<file path="src/rtl/spi_par_pkg.sv">
package spi_par_pkg;

  localparam int FRAME_W = 16;
  localparam int PAY_W   = 10;

  localparam logic [4:0] OP_PTR_WR = 5'b10000;
  localparam logic [4:0] OP_PTR_RD = 5'b10001;
  localparam logic [4:0] OP_DAT_WR = 5'b10010;
  localparam logic [4:0] OP_DAT_RD = 5'b10011;
  localparam logic [4:0] OP_ACC_RD = 5'b10100;
  localparam logic [4:0] OP_ENTER  = 5'b11111;

  localparam logic [15:0] RSP_FAULT = 16'h8000;
  localparam logic [15:0] RSP_IDLE  = 16'h0001;

  // append a bit that makes the total count of ones odd
  function automatic logic [15:0] seal(input logic [14:0] body);
    return {body, ~(^body)};
  endfunction

  function automatic logic [15:0] pack_rsp(input logic [4:0] op,
                                           input logic [PAY_W-1:0] pay);
    return seal({1'b0, op[3:0], pay});
  endfunction

  function automatic logic is_read_op(input logic [4:0] op);
    return (op == OP_PTR_RD) || (op == OP_DAT_RD) || (op == OP_ACC_RD);
  endfunction

  function automatic logic is_write_op(input logic [4:0] op);
    return (op == OP_PTR_WR) || (op == OP_DAT_WR);
  endfunction

endpackage

</file>
<file path="src/rtl/spi_par_sync.sv">
module spi_par_sync #(
  parameter int               WIDTH   = 1,
  parameter int               STAGES  = 2,
  parameter logic [WIDTH-1:0] RST_VAL = '0
) (
  input  logic             clk,
  input  logic             rst_n,
  input  logic [WIDTH-1:0] d,
  output logic [WIDTH-1:0] q
);

  logic [WIDTH-1:0] stg_q [STAGES];

  for (genvar s = 0; s < STAGES; s++) begin : g_stage
    if (s == 0) begin : g_first
      always_ff @(posedge clk or negedge rst_n) begin
        if (!rst_n) stg_q[s] <= RST_VAL;
        else        stg_q[s] <= d;
      end
    end else begin : g_next
      always_ff @(posedge clk or negedge rst_n) begin
        if (!rst_n) stg_q[s] <= RST_VAL;
        else        stg_q[s] <= stg_q[s-1];
      end
    end
  end

  assign q = stg_q[STAGES-1];

endmodule

</file>
<file path="src/rtl/spi_par_link.sv">
module spi_par_link #(
  parameter int FRAME_W = 16,
  localparam int CNT_W  = $clog2(FRAME_W + 2)
) (
  input  logic               clk,
  input  logic               rst_n,
  input  logic               sclk_s,
  input  logic               cs_n_s,
  input  logic               mosi_s,
  input  logic [FRAME_W-1:0] tx_word,
  output logic               miso,
  output logic               frame_ok,
  output logic [FRAME_W-1:0] rx_word,
  output logic [CNT_W-1:0]   bit_cnt
);

  localparam logic [CNT_W-1:0] CNT_MAX  = CNT_W'(FRAME_W + 1);
  localparam logic [CNT_W-1:0] CNT_FULL = CNT_W'(FRAME_W);

  logic               sclk_d_q, cs_d_q;
  logic [CNT_W-1:0]   cnt_q, cnt_d;
  logic [FRAME_W-1:0] rx_q, rx_d;
  logic [FRAME_W-1:0] tx_q, tx_d;
  logic               ok_q, ok_d;

  logic rise, fall, start, stop, active;

  always_comb begin
    active = ~cs_n_s;
    rise   = sclk_s & ~sclk_d_q;
    fall   = ~sclk_s & sclk_d_q;
    start  = cs_d_q & ~cs_n_s;
    stop   = ~cs_d_q & cs_n_s;
  end

  always_comb begin
    cnt_d = cnt_q;
    rx_d  = rx_q;
    tx_d  = tx_q;
    if (start) begin
      cnt_d = '0;
      tx_d  = tx_word;
    end else if (active) begin
      if (rise) begin
        rx_d = {rx_q[FRAME_W-2:0], mosi_s};
        if (cnt_q != CNT_MAX) cnt_d = cnt_q + 1'b1;
      end
      if (fall) tx_d = {tx_q[FRAME_W-2:0], 1'b0};
    end
    ok_d = stop && (cnt_q == CNT_FULL);
  end

  always_ff @(posedge clk or negedge rst_n) begin
    if (!rst_n) begin
      sclk_d_q <= 1'b0;
      cs_d_q   <= 1'b1;
      cnt_q    <= '0;
      rx_q     <= '0;
      tx_q     <= '0;
      ok_q     <= 1'b0;
    end else begin
      sclk_d_q <= sclk_s;
      cs_d_q   <= cs_n_s;
      cnt_q    <= cnt_d;
      rx_q     <= rx_d;
      tx_q     <= tx_d;
      ok_q     <= ok_d;
    end
  end

  assign miso     = active & tx_q[FRAME_W-1];
  assign frame_ok = ok_q;
  assign rx_word  = rx_q;
  assign bit_cnt  = cnt_q;

endmodule

</file>
<file path="src/rtl/spi_par_cmd.sv">
module spi_par_cmd
  import spi_par_pkg::*;
#(
  parameter int          ADDR_W     = 8,
  parameter int          DATA_W     = 8,
  parameter int          ACC_W      = 10,
  parameter logic [15:0] ENTRY_WORD = 16'hF0F0
) (
  input  logic              clk,
  input  logic              rst_n,
  input  logic              frame_ok,
  input  logic [15:0]       cmd,
  input  logic [DATA_W-1:0] reg_rdata,
  input  logic [ACC_W-1:0]  accel_sample,
  output logic [ADDR_W-1:0] reg_addr,
  output logic [DATA_W-1:0] reg_wdata,
  output logic              reg_wr_stb,
  output logic              reg_rd_stb,
  output logic [15:0]       rsp_word,
  output logic              skip_pend
);

  logic [ADDR_W-1:0] ptr_q, ptr_d;
  logic              skip_q, skip_d;
  logic [15:0]       rsp_q, rsp_d;

  logic [4:0] op;
  logic       rd_cls, wr_cls, par_ok, act, perr, exec;

  always_comb begin
    op     = cmd[15:11];
    rd_cls = is_read_op(op);
    wr_cls = is_write_op(op);
    if (rd_cls)      par_ok = ^cmd[15:10];
    else if (wr_cls) par_ok = ^cmd;
    else             par_ok = 1'b1;
    act  = frame_ok & ~skip_q;
    perr = act & (rd_cls | wr_cls) & ~par_ok;
    exec = act & ~perr;
  end

  always_comb begin
    ptr_d  = ptr_q;
    skip_d = skip_q;
    rsp_d  = rsp_q;
    if (frame_ok) begin
      if (skip_q) begin
        skip_d = 1'b0;
        rsp_d  = RSP_IDLE;
      end else if (perr) begin
        skip_d = 1'b1;
        rsp_d  = RSP_FAULT;
      end else begin
        case (op)
          OP_PTR_WR: begin
            ptr_d = cmd[ADDR_W-1:0];
            rsp_d = pack_rsp(op, PAY_W'(cmd[ADDR_W-1:0]));
          end
          OP_PTR_RD: rsp_d = pack_rsp(op, PAY_W'(ptr_q));
          OP_DAT_WR: rsp_d = pack_rsp(op, PAY_W'(cmd[DATA_W-1:0]));
          OP_DAT_RD: rsp_d = pack_rsp(op, PAY_W'(reg_rdata));
          OP_ACC_RD: rsp_d = pack_rsp(op, PAY_W'(accel_sample));
          OP_ENTER:  rsp_d = ENTRY_WORD;
          default:   rsp_d = RSP_IDLE;
        endcase
      end
    end
  end

  always_ff @(posedge clk or negedge rst_n) begin
    if (!rst_n) begin
      ptr_q  <= '0;
      skip_q <= 1'b0;
      rsp_q  <= RSP_IDLE;
    end else begin
      ptr_q  <= ptr_d;
      skip_q <= skip_d;
      rsp_q  <= rsp_d;
    end
  end

  assign reg_addr   = ptr_q;
  assign reg_wdata  = cmd[DATA_W-1:0];
  assign reg_wr_stb = exec & (op == OP_DAT_WR);
  assign reg_rd_stb = exec & (op == OP_DAT_RD);
  assign rsp_word   = rsp_q;
  assign skip_pend  = skip_q;

endmodule

</file>
<file path="src/rtl/spi_parity_slave.sv">
module spi_parity_slave
  import spi_par_pkg::*;
#(
  parameter int          ADDR_W      = 8,
  parameter int          DATA_W      = 8,
  parameter int          ACC_W       = 10,
  parameter int          SYNC_STAGES = 2,
  parameter logic [15:0] ENTRY_WORD  = 16'hF0F0,
  localparam int         CNT_W       = $clog2(FRAME_W + 2)
) (
  input  logic              clk,
  input  logic              rst_n,
  input  logic              sclk,
  input  logic              cs_n,
  input  logic              mosi,
  output logic              miso,
  output logic [ADDR_W-1:0] reg_addr,
  output logic [DATA_W-1:0] reg_wdata,
  output logic              reg_wr_stb,
  output logic              reg_rd_stb,
  input  logic [DATA_W-1:0] reg_rdata,
  input  logic [ACC_W-1:0]  accel_sample
);

  logic               rst_sync_n;
  logic [2:0]         pins_s;
  logic               frame_ok;
  logic [FRAME_W-1:0] rx_word;
  logic [15:0]        rsp_word;
  logic               skip_pend;
  logic [CNT_W-1:0]   bit_cnt;

  spi_par_sync #(.WIDTH(1), .STAGES(2), .RST_VAL(1'b0)) u_rst_sync (
    .clk   (clk),
    .rst_n (rst_n),
    .d     (1'b1),
    .q     (rst_sync_n)
  );

  // pin order: {cs_n, sclk, mosi}; chip select idles high
  spi_par_sync #(.WIDTH(3), .STAGES(SYNC_STAGES), .RST_VAL(3'b100)) u_pin_sync (
    .clk   (clk),
    .rst_n (rst_sync_n),
    .d     ({cs_n, sclk, mosi}),
    .q     (pins_s)
  );

  spi_par_link #(.FRAME_W(FRAME_W)) u_link (
    .clk      (clk),
    .rst_n    (rst_sync_n),
    .sclk_s   (pins_s[1]),
    .cs_n_s   (pins_s[2]),
    .mosi_s   (pins_s[0]),
    .tx_word  (rsp_word),
    .miso     (miso),
    .frame_ok (frame_ok),
    .rx_word  (rx_word),
    .bit_cnt  (bit_cnt)
  );

  spi_par_cmd #(
    .ADDR_W     (ADDR_W),
    .DATA_W     (DATA_W),
    .ACC_W      (ACC_W),
    .ENTRY_WORD (ENTRY_WORD)
  ) u_cmd (
    .clk          (clk),
    .rst_n        (rst_sync_n),
    .frame_ok     (frame_ok),
    .cmd          (rx_word),
    .reg_rdata    (reg_rdata),
    .accel_sample (accel_sample),
    .reg_addr     (reg_addr),
    .reg_wdata    (reg_wdata),
    .reg_wr_stb   (reg_wr_stb),
    .reg_rd_stb   (reg_rd_stb),
    .rsp_word     (rsp_word),
    .skip_pend    (skip_pend)
  );

endmodule

</file>
<file path="config.mk">
export PLATFORM = sky130hd
export DESIGN_NAME = spi_parity_slave
export DESIGN_NICKNAME = d
export VERILOG_FILES = /design/src/rtl/spi_par_pkg.sv /design/src/rtl/spi_par_sync.sv /design/src/rtl/spi_par_link.sv /design/src/rtl/spi_par_cmd.sv /design/src/rtl/spi_parity_slave.sv
export SDC_FILE = /design/constraint.sdc
export NUM_CORES = 1
export LEC_CHECK = 0
export BUFFER_PORTS_ARGS = -buffer_cell sky130_fd_sc_hd__buf_2
export CAP_MARGIN = 25
export CELL_PAD_IN_SITES_DETAIL_PLACEMENT = 1
export CELL_PAD_IN_SITES_GLOBAL_PLACEMENT = 2
export CORE_ASPECT_RATIO = 0.75
export CORE_MARGIN = 10
export CORE_UTILIZATION = 23
export CTS_CLUSTER_SIZE = 12
export DETAILED_ROUTE_END_ITERATION = 8
export GPL_ROUTABILITY_DRIVEN = 0
export PLACE_DENSITY = 0.62
export SLEW_MARGIN = 20
export SYNTH_ARGS = -nofsm -noshare
export SYNTH_HDL_FRONTEND = slang
export SYNTH_SLANG_ARGS = --single-unit
</file>
<file path="constraint.sdc">
create_clock -name clk -period 5.7 [get_ports clk]
set_input_delay 0.285 -clock clk [delete_from_list [all_inputs] [get_ports clk]]
set_output_delay 0.285 -clock clk [all_outputs]
set_load 0.02 [all_outputs]
</file>
**Word level (Yosys, flattened, before mapping)**

Index checks and enable logic that the tools add are counted.

- $add $sub $neg: 1
- Multiply operators: 0
- Div/mod/pow operators: 0
- Magnitude comparators: 0
- Eq/ne operators: 9
- Shift operators: 0
- Mux-type cells: 14
- Bitwise logic cells: 24
- Reductions and logical operators: 18

Operators with widths:

| kind | count |
|---|---|
| $mux W16 | 5 |
| $pmux W16 S5 | 1 |
| $reduce_xor A15 Y1 | 4 |
| $eq A5 B5 Y1 const B | 7 |
| $mux W5 | 4 |
| $reduce_xor A16 Y1 | 1 |
| $not A1 Y1 | 12 |
| $and A1 B1 Y1 | 11 |
| $reduce_and A3 Y1 | 2 |
| $reduce_bool A2 Y1 | 3 |
| $reduce_xor A6 Y1 | 1 |
| $add A5 B1 Y5 const B | 1 |
| $ne A5 B5 Y1 const B | 1 |
| $mux W1 | 4 |
| $reduce_and A4 Y1 | 1 |
| $logic_or A1 B1 Y1 | 3 |
| $ne A2 B1 Y1 const B | 1 |
| $reduce_and A2 Y1 | 1 |
| $reduce_or A2 Y1 | 1 |
| $logic_and A1 B1 Y1 | 1 |
| $or A1 B1 Y1 | 1 |

- Register bits: 73
- Latch bits: 0
- Bits in writable memories: 0
- ROM bits: 0
- Output and inout port bits: 19
- Memories: 0

**Longest topological paths before layout**

Gate-level depths: netlist of the first run.

- Word-level depth: 9
- Gate-level depth with buffers: 9
- Depth with buffers taken out: 8

**Modules after synthesis**

A second synthesis of the first run with hierarchy kept.

- Cells, all modules: 319
- Area, all modules: 3938.8 µm²

By module, submodules not included:

| module | times used | cells an instance | area an instance (µm²) | sequential area each (µm²) |
|---|---|---|---|---|
| spi_par_cmd | 1 | 178 | 1896.8 | 626.9 |
| spi_par_link | 1 | 129 | 1813.0 | 1002.2 |
| spi_par_sync at u_pin_sync | 1 | 9 | 175.2 | 152.6 |
| spi_par_sync at u_rst_sync | 1 | 2 | 50.0 | 50.0 |
| spi_parity_slave | 1 | 1 | 3.8 | 0.0 |

**Least setup slack after synthesis of the first run**

Ideal clock, no wire load.

- Path type: flip-flop to output port
- Start: reg u_link.rx_q[7] (netlist: u_link.rx_word[7])
- End: out reg_rd_stb
- Arrival: 2.091 ns
- Required time: 5.415 ns
- Setup slack: 3.324 ns
- Stages on the path, launching flop included: 8
- Buffers on the path: 1
- Path through: dfrtp_1 > xnor2_1 > xnor2_2 > xnor3_1 > and4_1 > nor3_4 > buf_4 > and2_1

- Cells in the longest elaborated chain, start to end: 8

Ends and longest elaborated chain:

| what | line | RTL |
|---|---|---|
| start, declared | spi_par_link.sv:22 | `logic [FRAME_W-1:0] rx_q, rx_d;` |
| start signal, assigned | spi_par_link.sv:65 | `rx_q <= rx_d;` |
| $reduce_xor A16 Y1 | spi_par_cmd.sv:35 | `else if (wr_cls) par_ok = ^cmd;` |
| $mux W1 | spi_par_cmd.sv:35 |  |
| $mux W1 | spi_par_cmd.sv:34 | `if (rd_cls) par_ok = ^cmd[15:10];` |
| $not A1 Y1 | spi_par_cmd.sv:38 | `perr = act & (rd_cls \| wr_cls) & ~par_ok;` |
| $and A1 B1 Y1 | spi_par_cmd.sv:38 |  |
| $not A1 Y1 (no line) | n/a |  |
| $and A1 B1 Y1 | spi_par_cmd.sv:39 | `exec = act & ~perr;` |
| $and A1 B1 Y1 | spi_par_cmd.sv:85 | `assign reg_rd_stb = exec & (op == OP_DAT_RD);` |
| end, declared | spi_parity_slave.sv:20 | `output logic reg_rd_stb,` |

No other way between the ends.

**Worst setup path after layout of the first run**

- Start: reg u_link.rx_q[13] (netlist: u_link.rx_word[13])
- End: out reg_wr_stb

- Cells in the longest elaborated chain, start to end: 9

Ends and longest elaborated chain:

| what | line | RTL |
|---|---|---|
| $eq A5 B5 Y1 (on tied branches) | spi_par_pkg.sv:27, spi_par_pkg.sv:31, spi_par_cmd.sv:84 |  |
| $logic_or A1 B1 Y1 (on tied branches) | spi_par_pkg.sv:27, spi_par_pkg.sv:31 |  |
| $logic_or A1 B1 Y1 / $mux W1 (equally long branches) | spi_par_pkg.sv:27, spi_par_cmd.sv:35 |  |
| $or A1 B1 Y1 / $mux W1 (equally long branches) | spi_par_cmd.sv:38, spi_par_cmd.sv:34 |  |
| $and A1 B1 Y1 / $not A1 Y1 (equally long branches) | spi_par_cmd.sv:38 |  |
| $and A1 B1 Y1 | spi_par_cmd.sv:38 |  |
| $not A1 Y1 (no line) | n/a |  |
| $and A1 B1 Y1 | spi_par_cmd.sv:39 |  |
| $and A1 B1 Y1 * | spi_par_cmd.sv:84 | `assign reg_wr_stb = exec & (op == OP_DAT_WR);` |
| end, declared | spi_parity_slave.sv:19 | `output logic reg_wr_stb,` |

Mark *: on every way between the ends. The rest lies on a longest branch, timed or not.

==> results of run 1 <==
[power groups by stage]
| stage | registers [mW] | logic, mW | clock network (mW) |
|---|---|---|---|
| after floorplan | 0.580 | 0.209 | 0 |
| after global placement | 0.580 | 0.252 | 0 |
| after detailed placement | 0.583 | 0.251 | 0 |
| after CTS | 0.574 | 0.252 | 0.571 |
| after global routing | 0.579 | 0.270 | 0.592 |
| final | 0.575 | 0.247 | 0.550 |
[critical path, cell delays in order, from the launching register on]
cell	delay [ns]
dfrtp_1	0.42
inv_1	0.09
ha_1	0.24
and2_1	0.17
o21a_1	0.26
nor2_1	0.32
a211oi_2	0.13
nor3_4	0.57
and3_1	0.25
buf_2	0.18
[cell type report]
| class | instances | area [sq um] | area share (%) |
|---|---|---|---|
| clock inverter | 3 | 23.8 | 0.537 |
| clock buffer | 13 | 270 | 6.10 |
| inverter | 8 | 30.0 | 0.678 |
| sequential | 73 | 1830 | 41.4 |
| tap | 210 | 263 | 5.93 |
| multi-input combinational | 221 | 1770 | 40.0 |
| timing repair buffer | 45 | 238 | 5.37 |
[cells in the mapped netlist (2+ instances only)]
cell	instances	area (sq um)
dfrtp_1	69	1730
nand2_1	32	120
xnor2_1	29	254
o21ai_0	26	130
mux2_2	20	225
a22o_1	16	140
mux2i_1	16	160
clkbuf_1	11	41.3
ha_1	10	125
nor2_1	10	37.5
buf_4	9	67.6
inv_1	8	30.0
xor2_1	7	61.3
and3_1	6	37.5
a21oi_1	5	25.0
xnor3_1	5	113
a221o_1	4	40.0
a222oi_1	4	40.0
dfstp_2	4	105
a32o_1	3	30.0
and2_1	3	18.8
nor2b_1	3	18.8
buf_1	2	7.51
nand3_1	2	10.0
nand4_1	2	12.5
nor3_1	2	10.0
nor3_4	2	32.5
[metrics by stage]
step	cell area [sq um]	power (mW)	util (%)	hold slack [ns]
finish	4430	1.37	27.8	0.0436
global route	4430	1.44	27.8	0.0255
CTS	4420	1.40	27.7	0.0255
detailed placement	4120	0.834	25.8	0.0714
global placement	4120	0.832	25.8	0.0712
floorplan	3740	0.789	-	-0.0106
[cell families after synthesis]
group,synth area share (%)
flip-flops,48.9
AO/OA/AOI/OAI,12.6
AND/OR/NAND/NOR,8.76
XOR/XNOR,11.9
multiplexers,10.3
buffers and inverters,4.05
adder cells (fa/ha/maj),3.34
other,0.100
[path summary, 6_finish.rpt]
check,cells after the start,start,endpoint,slack [ns]
min reg2reg,0,u_pin_sync.stg_q[3],u_pin_sync.q[0],0.35
max reg2reg,6,u_link.rx_word[3],u_cmd.reg_addr[0],3.16
max,9,u_link.rx_word[13],reg_wr_stb,2.45
min,1,cs_n,u_pin_sync.stg_q[5],0.04
min in group asynchronous,2,rst_n,u_rst_sync.stg_q[1],0.26
max in group asynchronous,1,u_rst_sync.q,u_link.tx_q[3],4.64
[per-layer routing]
metal | routed length [um] | global-route usage [%] | vias to the layer above
met1 | 4680 | 12.1 | 1248
met3 | 593 | 3.97 | 6
met5 | 0 | 0 | -
li1 | - | - | 1208
met4 | 75 | 2.30 | 0
met2 | 4160 | 13.1 | 41
[sequential cells by signal, indices dropped and copies added, names as in the netlist]
register	count
u_link.cs_d_q	1
u_cmd.reg_addr	8
u_pin_sync.q	3
u_link.rx_word	16
u_cmd.skip_pend	1
u_link.frame_ok	1
u_rst_sync.stg_q	1
u_link.tx_q	16
u_link.sclk_d_q	1
u_pin_sync.stg_q	3
u_link.bit_cnt	5
u_rst_sync.q	1
u_cmd.rsp_word	16
[cells in the final DEF, fill, tap and decap left out, types with 2 or more instances in the layout]
cell type	instances
a21oi_1	5
a221o_1	4
a222oi_1	4
a22o_1	16
a32o_1	3
and2_1	3
and3_1	6
buf_2	41
buf_4	3
clkbuf_16	9
clkbuf_8	3
clkinvlp_4	2
dfrtp_1	68
dfstp_2	4
ha_1	10
inv_1	8
mux2_2	20
mux2i_1	16
nand2_1	32
nand3_1	2
nand4_1	2
nor2_1	10
nor2b_1	2
nor3_1	2
nor3_4	2
o21ai_0	26
xnor2_1	29
xnor3_1	5
xor2_1	7
[repair_timing]
action / 4_1_cts / 5_1_grt
endpoints found under the hold margin: 2 / 0
resized for setup: 0 / 0
hold buffers: 1 / 0
==> results.toml, run 1 <==
[timing]
max_freq_ghz = 0.307
tns_ns = 0
setup_viol = 0
finalHoldViolations = 0
worst_pin_slew_ns = 0.905
rsz0062_at_grt = "false"
maxSlewViolCount = 0
period_share_pct = 57.1
finalCriticalPeriod_ns = 3.25
timing.slew.headroom_pct = 39.7
layout_setup_ws_ns = 2.45
fin_skew_ns = 0.00722

[run]
maxCapViolations = 0

[pwr]
switching_power_mw = 0.365
p_leak_nw = 2.03
intPower_mw = 1.01
p_seq_share_pct = 41.9
power_frac_clock_pct = 40.1
comb_power_share_pct = 18.0
p_sw_share_pct = 26.6
peakVddDrop_uv = 162
powerDensity_nw_per_um2 = 310

[cts]
cts.htree.levels = 3
cts_buffer_depth = 2
cts_buffers = 9
cts.sinks = 73
cts.clk_slew.worst_paths_ns = 0.06
cts-root-buf = "clkbuf_16"
worstSkewPairLatency_ns = 0.34
post_cts_buffers = 0
cts_tree = "done"

[drt]
first_pass_iters = 4
drtIter0Drc = 116
wirelength_mm = 9.51
drc = 0
wl_per_cell_um = 16.6
num_vias = 2503
viasPerCell = 4.37
antenna_left = 0

[synth]
synth-edff-count = 0
synth.distinct_cells = 42
syn_nets = 358
async_reset_ff_share_pct = 100
synth_seq_cells = 73
synthCells = 325
synth_top_flop_cell = "dfrtp_1"
seq_area_frac_synth_pct = 48.9
synth_area_per_cell_sq_um = 11.5
yosys_warnings = 0
synth_area_sq_um = 3740

[global_route]
grt_pass1_wl_mm = 15.6
overflow = 0
grt_use_total_pct = 9.08
grt_max_degree = 72
antenna_found_initial = 0
grt_pass1_vias = 2745

[floorplanning]
core_sq_um = 16000
num_rows = 40
ios = 42
chipHeight_um = 130
die_w_um = 167
dieArea_sq_um = 21800
start_util_pct = 23.4

[final_layout]
final.fill_count = 1772
drive_gt1_share_pct = 25.1
syn2layout_area_growth_pct = 18.4
antenna_cells = 0
finalNonFillerCells = 573
nets = 391

[place]
dp_slack_ns = 2.78
place_inst = 556
dpl.hpwl_mm = 7.04
portBuffers = 41

[critical_path]
crit_path_start_kind = "register"
crit_path_end_kind = "primary output"
worstPathRequired_ns = 5.41
critPathMaxFanout = 16
arrival_ns = 2.97
worstSetupPathType = "reg -> out"

[status]
status = "completed"

[worst_hold_path]
min_path_type = "in -> reg"
Note: power is estimated with default switching activity, not from simulation.
==> inputs of run 2 (changes only) <==
--- a/config.mk
+++ b/config.mk
@@ -15,7 +15,7 @@
 export CTS_CLUSTER_SIZE = 12
 export DETAILED_ROUTE_END_ITERATION = 8
 export GPL_ROUTABILITY_DRIVEN = 0
-export PLACE_DENSITY = 0.62
+export PLACE_DENSITY = 0.64
 export SLEW_MARGIN = 20
 export SYNTH_ARGS = -nofsm -noshare
 export SYNTH_HDL_FRONTEND = slang
==> constraint.sdc (replaced) <==
create_clock -name clk -period 2.9 [get_ports clk]
set_input_delay 0.145 -clock clk [delete_from_list [all_inputs] [get_ports clk]]
set_output_delay 0.145 -clock clk [all_outputs]
set_load 0.02 [all_outputs]
==> results.toml, run 2 (synthesis gave the netlist of run 1 again) <==
[status]
status = "completed"

[run]
maxCapViolations = 0

[pwr]
power_frac_clock_pct = 42.1
switching_power_mw = 0.737
powerDensity_nw_per_um2 = 627
p_sw_share_pct = 26.1
p_leak_nw = 2.07
comb_power_share_pct = 18.1
peakVddDrop_uv = 330
p_seq_share_pct = 39.8
intPower_mw = 2.09

[final_layout]
final_cell_mix = "dfrtp_1, buf_2, nand2_1"
final_common_cell = "dfrtp_1"
final_core_util_pct = 28.3
syn2layout_area_growth_pct = 20.6
finalNonFillerCells = 580
antenna_cells = 0
drive_gt1_share_pct = 25.9
nets = 398

[cts]
worstSkewPairLatency_ns = 0.34
cts-root-buf = "clkbuf_16"
cts.htree.levels = 3
cts_buffer_depth = 2
cts_buffers = 9
cts.sinks = 73
cts.clk_slew.worst_paths_ns = 0.06
cts_tree = "done"

[timing]
tns_ns = 0
whs_ns = 0.107
fin_skew_ns = 0.00636
maxSlewViolCount = 0
max_freq_ghz = 0.370
layout_setup_ws_ns = 0.201
finalCriticalPeriod_ns = 2.70
setup_viol = 0
rsz0062_at_grt = "false"
worst_pin_slew_ns = 0.921
finalHoldViolations = 0
period_share_pct = 93.1
timing.slew.headroom_pct = 38.6

[drt]
num_vias = 2529
antenna_left = 0
wl_per_cell_um = 16.4
drc = 0
wirelength_mm = 9.54
drtIter0Drc = 142
viasPerCell = 4.36
first_pass_iters = 4

[global_route]
grt_use_total_pct = 9.06
grt_max_degree = 72
grt_pass1_vias = 2787
overflow = 0
grt_pass1_wl_mm = 15.8
antenna_found_initial = 0

[floorplanning]
chipHeight_um = 130
start_util_pct = 23.4
dieArea_sq_um = 21800
die_w_um = 167
num_rows = 40
ios = 42
core_sq_um = 16000

[critical_path]
arrival_ns = 2.55
startpoint = "u_link.rx_word[1]"
worstSetupPathType = "reg -> out"
critPathMaxFanout = 6
worstPathRequired_ns = 2.76
rr_startpoint = "u_link.rx_word[1]"
crit_path_start_kind = "register"
crit_path_end_kind = "primary output"

[place]
dp_slack_ns = 0.387
portBuffers = 41
place_inst = 559
dpl.hpwl_mm = 7.05

[worst_hold_path]
min_path_type = "in -> async"
-- run 2: cell count changes in the layout (fill, tap and decap cells not counted), moves of 2 or more --
cell	previous run	this run
buf_4	3	7
clkbuf_8	3	0
dlygate4sd3_1	1	4
bufinv_16	0	2
-- run 2: final timing paths --
kind                                       to  slack [ns]  depth (start not counted)
min in group clk           u_cmd.rsp_word[10]        0.12                          2
hold / removal                   u_rst_sync.q        0.11                          2
max in group asynchronous   u_link.rx_word[0]        1.82                          1
setup reg to reg            u_cmd.reg_addr[1]        0.39                          6
setup / recovery                   reg_wr_stb        0.20                          7
hold reg to reg               u_pin_sync.q[0]        0.35                          0
-- run 2: through the flow --
stage	power [mW]	cell area (sq um)
floorplan	1.55	3740
global placement	1.63	4140
detailed placement	1.64	4140
CTS	2.86	4490
global route	2.96	4510
finish	2.83	4510
-- run 2: area by class of cell --
class,instances,area (sq um)
fillers,1758,11500
flip-flops and latches,73,1830
multi-input cells,221,1780
repair buffers,52,298
well taps,210,263
clock buffers,11,233
clock inverters,5,80.1
inverters,8,30.0
-- run 2: power groups by stage --
stage | logic (mW) | clock network (mW) | registers (mW)
2_1_floorplan | 0.410 | 0 | 1.14
3_3_place_gp | 0.494 | 0 | 1.14
3_5_place_dp | 0.492 | 0 | 1.15
4_1_cts | 0.504 | 1.23 | 1.13
5_1_grt | 0.550 | 1.27 | 1.14
6_report | 0.511 | 1.19 | 1.13
-- run 2: metal layers --
layer  vias up  global-route usage (%)  share of wire [%]
li1       1216                       -                  -
met1      1256                    11.9                 51
met2        45                    13.5                 43
met3        12                    3.70                5.5
met4         0                    2.40                1.1
met5         -                       0                  0
-- run 2: what timing repair did --
item                                    in CTS  in global routing
cloned                                       0                  0
resized for setup                            0                  3
hold buffers                                 4                  0
buffers inserted                             0                  1
endpoints found under the setup margin       1                  2
hold endpoints to repair                     5                  0
pin swaps                                    1                  1
-- run 2: critical path: stages, from the launching register on --
cell and delay [ns]:
dfrtp_1 0.45, xnor2_1 0.17, xnor2_1 0.22, xnor3_2 0.52, and4_1 0.23, nor3_4 0.23, and3_1 0.22, buf_2 0.17
